===== config.mk =====
export PLATFORM = sky130hd
export DESIGN_NAME = banked_intc
export DESIGN_NICKNAME = d
export VERILOG_FILES = /design/src/rtl/banked_intc.sv
export SDC_FILE = /design/constraint.sdc
export NUM_CORES = 1
export LEC_CHECK = 0
export ABC_AREA = 1
export ABC_CLOCK_PERIOD_IN_PS = 4000
export BUFFER_PORTS_ARGS = -buffer_cell sky130_fd_sc_hd__buf_2
export CAP_MARGIN = 20
export CORE_ASPECT_RATIO = 1.75
export CORE_MARGIN = 4
export CORE_UTILIZATION = 51
export CTS_CLUSTER_DIAMETER = 150
export CTS_CLUSTER_SIZE = 30
export DETAILED_ROUTE_END_ITERATION = 8
export GPL_TIMING_DRIVEN = 0
export PLACE_DENSITY = 0.85
export SYNTH_ARGS = -nofsm -noshare
export SYNTH_HDL_FRONTEND = slang
export SYNTH_SLANG_ARGS = --single-unit

===== constraint.sdc =====
create_clock -name clk -period 4 [get_ports clk]
set_input_delay 0.6 -clock clk [delete_from_list [all_inputs] [get_ports clk]]
set_output_delay 0.6 -clock clk [all_outputs]
set_load 0.02 [all_outputs]

===== src/rtl/banked_intc.sv =====
module banked_intc #(
  parameter int NBANK = 3,
  parameter int BANK_W = 16,
  parameter int ADDR_W = 14,
  parameter int STAT_OFS = 'h0240,
  parameter int MASK_OFS = 'h0280,
  parameter int BANK_STRIDE = 'h1000,
  parameter logic [NBANK*BANK_W-1:0] USED_SRC = 48'h0001_3007_FFFA,
  parameter logic [NBANK*BANK_W-1:0] LATCH_SRC = 48'h0000_0001_CF1A,
  parameter logic [NBANK*BANK_W-1:0] FAST_SRC = 48'h0001_0000_000A
) (
  input  logic                              clk,
  input  logic                              rst_n,
  input  logic                              bus_wr,
  input  logic [ADDR_W-1:0]                 bus_addr,
  input  logic [BANK_W-1:0]                 bus_wdata,
  output logic [BANK_W-1:0]                 bus_rdata,
  input  logic [NBANK*BANK_W-1:0]           src_in,
  output logic                              irq_o,
  output logic                              fiq_o,
  output logic                              top_valid,
  output logic [$clog2(NBANK*BANK_W)-1:0]   top_idx
);
  localparam int NSRC = NBANK * BANK_W;
  localparam int IDX_W = $clog2(NSRC);

  logic [NSRC-1:0] lat_q, prev_q, mask_q;
  logic [NSRC-1:0] status, pend, eoi_hit;
  logic            sel_hit;
  logic [IDX_W-1:0] sel_idx;

  function automatic logic [NSRC-1:0] eoi_decode(input logic [ADDR_W-1:0] a);
    logic [NSRC-1:0] v;
    v = '0;
    case (a)
      ADDR_W'('h0600): v[1]  = 1'b1;
      ADDR_W'('h0640): v[3]  = 1'b1;
      ADDR_W'('h07C0): v[4]  = 1'b1;
      ADDR_W'('h06C0): v[8]  = 1'b1;
      ADDR_W'('h0700): v[9]  = 1'b1;
      ADDR_W'('h0740): v[10] = 1'b1;
      ADDR_W'('h0680): v[11] = 1'b1;
      ADDR_W'('h0780): v[14] = 1'b1;
      ADDR_W'('h1600): v[15] = 1'b1;
      ADDR_W'('h1700): v[16] = 1'b1;
      default: v = '0;
    endcase
    return v & LATCH_SRC;
  endfunction

  assign eoi_hit = bus_wr ? eoi_decode(bus_addr) : '0;
  assign status  = ((LATCH_SRC & lat_q) | (~LATCH_SRC & src_in)) & USED_SRC;
  assign pend    = status & mask_q;

  always_ff @(posedge clk or negedge rst_n) begin
    if (!rst_n) begin
      lat_q  <= '0;
      prev_q <= '0;
    end else begin
      prev_q <= src_in;
      lat_q  <= ((lat_q & ~eoi_hit) | (src_in & ~prev_q)) & LATCH_SRC;
    end
  end

  always_ff @(posedge clk or negedge rst_n) begin
    if (!rst_n) begin
      mask_q <= '0;
    end else if (bus_wr) begin
      for (int b = 0; b < NBANK; b++)
        if (bus_addr == ADDR_W'(MASK_OFS + b * BANK_STRIDE))
          mask_q[b*BANK_W +: BANK_W] <= bus_wdata & USED_SRC[b*BANK_W +: BANK_W];
    end
  end

  always_comb begin
    bus_rdata = '0;
    for (int b = 0; b < NBANK; b++) begin
      if (bus_addr == ADDR_W'(STAT_OFS + b * BANK_STRIDE))
        bus_rdata = status[b*BANK_W +: BANK_W];
      if (bus_addr == ADDR_W'(MASK_OFS + b * BANK_STRIDE))
        bus_rdata = mask_q[b*BANK_W +: BANK_W];
    end
  end

  always_comb begin
    sel_hit = 1'b0;
    sel_idx = '0;
    for (int b = NBANK - 1; b >= 0; b--)
      for (int i = 0; i < BANK_W; i++)
        if (pend[b*BANK_W + i]) begin
          sel_hit = 1'b1;
          sel_idx = IDX_W'(b * BANK_W + i);
        end
  end

  always_ff @(posedge clk or negedge rst_n) begin
    if (!rst_n) begin
      irq_o     <= 1'b0;
      fiq_o     <= 1'b0;
      top_valid <= 1'b0;
      top_idx   <= '0;
    end else begin
      irq_o     <= |(pend & ~FAST_SRC);
      fiq_o     <= |(pend & FAST_SRC);
      top_valid <= sel_hit;
      top_idx   <= sel_idx;
    end
  end
endmodule


### Yosys cells after proc, flatten, opt, wreduce, memory -nomap -nowiden

Index checks and enable logic that the tools add are counted.

| storage, ports and cells | value |
|---|---|
| bits in registers | 56 |
| bits of input ports | 81 |
| output and inout bits | 25 |
| word-level logic and storage cells | 150 |

| operators by class | value |
|---|---|
| multiplexer cells | 113 |
| eq/ne operators | 16 |
| reduce and logical (&&, ||, !) cells | 5 |
| bitwise gates (word level) | 7 |

Operator list:

| operator | number |
|---|---|
| $mux W6 | 48 |
| $eq A14 B11 Y1 const B | 8 |
| $mux W16 | 6 |
| $mux W1 | 58 |
| $eq A14 B13 Y1 const B | 4 |
| $reduce_or A45 Y1 | 1 |
| $and A17 B17 Y17 | 2 |
| $not A17 Y17 | 2 |
| $and A33 B33 Y33 | 1 |
| $or A17 B33 Y33 | 1 |
| $eq A14 B10 Y1 const B | 2 |
| $eq A14 B14 Y1 const B | 2 |
| $mux W17 | 1 |
| $or A17 B17 Y17 | 1 |
| $reduce_and A2 Y1 | 3 |
| $reduce_or A3 Y1 | 1 |

### Logic depth before layout (Yosys ltp)

| depth | value |
|---|---|
| word-level depth | 50 |
| mapped depth | 16 |
| depth with buffers taken out | 16 |

### Worst setup path before layout

Ideal clock, no wire load.

| path | value |
|---|---|
| kind | input to output |
| start point | input bus_addr[5] |
| end point | output bus_rdata[12] |
| data required time | 3.400 ns |
| buffers on the path | 0 |
| path slack | 1.576 ns |
| arrival | 1.824 ns |
| cell stages on the path | 8 |
| cell sequence | or2_1 inv_2 nand3_1 nor2_1 nand3_1 nand3_1 o21ai_0 a21oi_1 |

| on the way | value |
|---|---|
| word-level cells in the longest chain between the ends | 7 |
| elaborated cells on any way between the ends | 12 |
| those cells by class | eq/ne (6); mux (6) |

Ends and longest elaborated chain:

| what | line | source |
|---|---|---|
| from (decl) | 15 | `input logic [ADDR_W-1:0] bus_addr,` |
| $eq A14 B10 Y1 | 78 | `if (bus_addr == ADDR_W'(STAT_OFS + b * BANK_STRIDE))` |
| $mux W16 | 78 |  |
| $mux W16 | 80 | `if (bus_addr == ADDR_W'(MASK_OFS + b * BANK_STRIDE))` |
| $mux W16 | 78 |  |
| $mux W16 | 80 |  |
| $mux W16 | 78 |  |
| $mux W16 * | 80 |  |
| to (decl) | 17 | `output logic [BANK_W-1:0] bus_rdata,` |

Mark *: on every way between the ends. The rest lies on a longest branch, timed or not.

### Final worst setup path

| path | value |
|---|---|
| start point | input bus_addr[5] |
| end point | output bus_rdata[11] |

The elaborated chain is that of the path after synthesis.

==> flow_metrics.py <==
metrics = {
    "layout": {
        "layout.cells.most_common_list": "buf_2 (77), nand2_1 (70), dfrtp_1 (49), o21ai_0 (33), inv_1 (32)",
        "syn_to_final_growth_pct": 22.9,
        "drive_gt1_share_pct": 30.0,
        "fin_nets": 437,
        "fin_util_pct": 66.3,
        "final_common_cell": "buf_2",
        "n_antenna_cell": 0,
    },
    "detailed_routing": {
        "wl_met3_um": 349,
        "ant_nets": 0,
        "wl_met2_um": 3310,
        "route.detailed.drc": 0,
        "vias": 2228,
        "drt-total-wl_um": 6060,
        "drtPass1Iterations": 4,
        "wl_per_cell_um": 14.8,
        "drt-met1-wl_um": 2190,
        "first_iter_violations": 79,
        "highest_layer": "met4",
        "viasPerCell": 5.46,
    },
    "logic_synthesis": {
        "yosysTopAreaCellShare_pct": 50.7,
        "synth_area_leader_cell": "dfrtp_1",
        "yosysSeqAreaShare_pct": 50.7,
        "avgSynthCellArea_um2": 8.89,
        "async_flop_share_pct": 100,
        "synthDistinctLibCells": 32,
        "synth_edf_count": 0,
        "ys_warn_count": 0,
        "syn_nets": 353,
        "syn_area_um2": 2420,
        "synth.top_cells.by_area": "dfrtp_1 (51%), nand2_1 (11%), o21ai_0 (6.8%), inv_1 (5.0%), a32o_1 (4.6%)",
        "synth-seq-cells": 49,
        "ys.flop_type": "dfrtp_1",
        "syn_inst": 272,
    },
    "critical_path": {
        "cp_slowest_stage_delay_ns": 0.41,
        "crit_chain": "buf_2 > or2_1 > inv_2 > nand4_4 > nor2_4 > clkbuf_1 > a32o_1 > buf_2",
        "slowest_stage": "clkbuf_1",
        "timing.critical_path.mode_cell": "buf_2",
        "cp-end-kind": "output pin",
        "crit_fanout": 10,
        "start_kind": "primary input",
        "crit_arrival_ns": 2.23,
        "required_ns": 3.40,
        "critical_path_class": "primary input to output pin",
    },
    "grt": {
        "antenna_found_initial": 0,
        "grt_pass1_vias": 2337,
        "grt_pass1_wl_um": 10500,
        "grt_max_degree": 50,
        "gr-total-overflow": 0,
        "track_usage_pct": 22.6,
    },
    "die": {
        "die-area_um2": 5950,
        "start_util_pct": 53.9,
        "std_cell_rows": 32,
        "die_h_um": 99.1,
        "num_io_pins": 106,
        "die_w_um": 60.0,
        "core_um2": 4480,
    },
    "sta": {
        "finalCritPeriodShare_pct": 70.8,
        "slew_headroom_pct": 68.3,
        "finalSetupTns_ns": 0,
        "rsz0062_at_grt": "no",
        "min_period_ns": 2.83,
        "hold_viol_final": 0,
        "clock_skew_ns": 0.00385,
        "fin_ws_ns": 1.17,
        "max_freq_mhz": 353,
        "final_max_slew_viol_count": 0,
        "worst_pin_slew_ns": 0.476,
        "setup_viol": 0,
    },
    "clock_network": {
        "cts_made_buffers": 5,
        "insertion_delay_ns": 0.30,
        "cts-root-buf": "clkbuf_8",
        "cts_tree": "done",
        "cts_hold_buffers": 0,
        "path_clk_slew_ns": 0.09,
        "cts_htree_levels": 2,
        "cts.sinks": 49,
        "clockBufferDepth": 2,
        "cts_resized": 0,
        "postCtsSetupBuffers": 0,
    },
    "min_path": {
        "hold_path.class": "primary input to asynchronous set/reset pin",
    },
    "power": {
        "ir_worst_vdd_mv": 0.230,
        "p_leak_nw": 1.68,
        "power_density_nw_per_um2": 289,
    },
    "run_status": {
        "status": "finished clean",
    },
    "placed_design": {
        "gp_congestion": 0.887,
        "port_buffers": 76,
        "place_hpwl_um": 4760,
        "preCtsSetupSlack_ns": 1.19,
    },
    "flow_run": {
        "cap_violations": 0,
    },
}
## worst paths after layout
kind / end / cells after the start / start / slack, ns
setup / recovery: bus_rdata[11] / 8 / bus_addr[5] / 1.17
hold / removal: prev_q[10]$_DFF_PN0_ / 1 / rst_n / 0.12
setup reg to reg: top_valid$_DFF_PN0_ / 5 / mask_q[18]$_DFFE_PN0P_ / 2.31
hold reg to reg: lat_q[3]$_DFF_PN0_ / 1 / prev_q[3]$_DFF_PN0_ / 0.42
min in group clk: prev_q[16]$_DFF_PN0_ / 1 / src_in[16] / 0.41
max in group asynchronous: mask_q[12]$_DFFE_PN0P_ / 2 / rst_n / 3.42
## synthesized netlist by cell type (2+ instances only)
cell type	count
o31ai_1	2
a21oi_1	4
nand4_1	2
nor3_1	2
nand2_1	70
clkbuf_1	3
mux2_2	8
nand3_1	17
nand3b_1	2
o21ai_0	33
nor2_1	16
a32o_1	11
mux2_4	4
inv_1	32
dfrtp_1	49
## metrics by stage
| stage | std cells | total power, mW | cell area, um^2 | hold slack [ns] |
|---|---|---|---|---|
| after detailed placement | 399 | 0.570 | 2860 | 0.411 |
| final | 408 | 0.859 | 2970 | 0.121 |
| after global routing | 408 | 0.893 | 2970 | 0.115 |
| after CTS | 407 | 0.858 | 2950 | 0.413 |
| after global placement | 399 | 0.568 | 2860 | 0.403 |
| after floorplan | 272 | 0.526 | 2420 | 0.304 |
## cells by family (layout without fill, tap and decap cells)
kind of cell    count (synthesis)  in the layout  synth area share, %
flops                          49             49                 50.7
mux                            12             12                 6.21
compound gates                 56             56                 15.0
simple gates                  117            117                 21.8
buf+inv                        38            123                 6.26
## per-layer routing
layer	global-route usage, %	vias to the layer above
met5	0	-
met4	9.73	0
met3	3.41	16
met2	39.9	89
met1	25.9	1041
li1	-	1082
## registers in the layout, summed over array words and instances, names as in the netlist
name,cells
mask_q,20
lat_q,10
prev_q,10
top_idx,6
fiq_o,1
irq_o,1
top_valid,1
## power breakdown
group	switching (mW)	internal, mW	total, mW
logic	0.0341	0.0247	0.0588
registers	0.00144	0.501	0.502
clock network	0.173	0.124	0.297
total	0.208	0.650	0.859
## cell type report
| cell class | instances | area (um^2) |
|---|---|---|
| Tap cell | 51 | 63.8 |
| Inverter | 33 | 124 |
| Multi-Input combinational cell | 185 | 1040 |
| Clock inverter | 3 | 21.3 |
| Clock buffer | 5 | 68.8 |
| Timing Repair Buffer | 77 | 400 |
| Buffer | 5 | 27.5 |
| Sequential cell | 49 | 1230 |
| Fill cell | 394 | 1510 |
## worst max-delay path, delay by kind of cell
kind | cells | cell delay (ns)
AO/OA/AOI/OAI | 1 | 0.23
buffers and inverters | 4 | 0.76
AND/OR/NAND/NOR | 3 | 0.63
(Power assumes the default switching activity.)
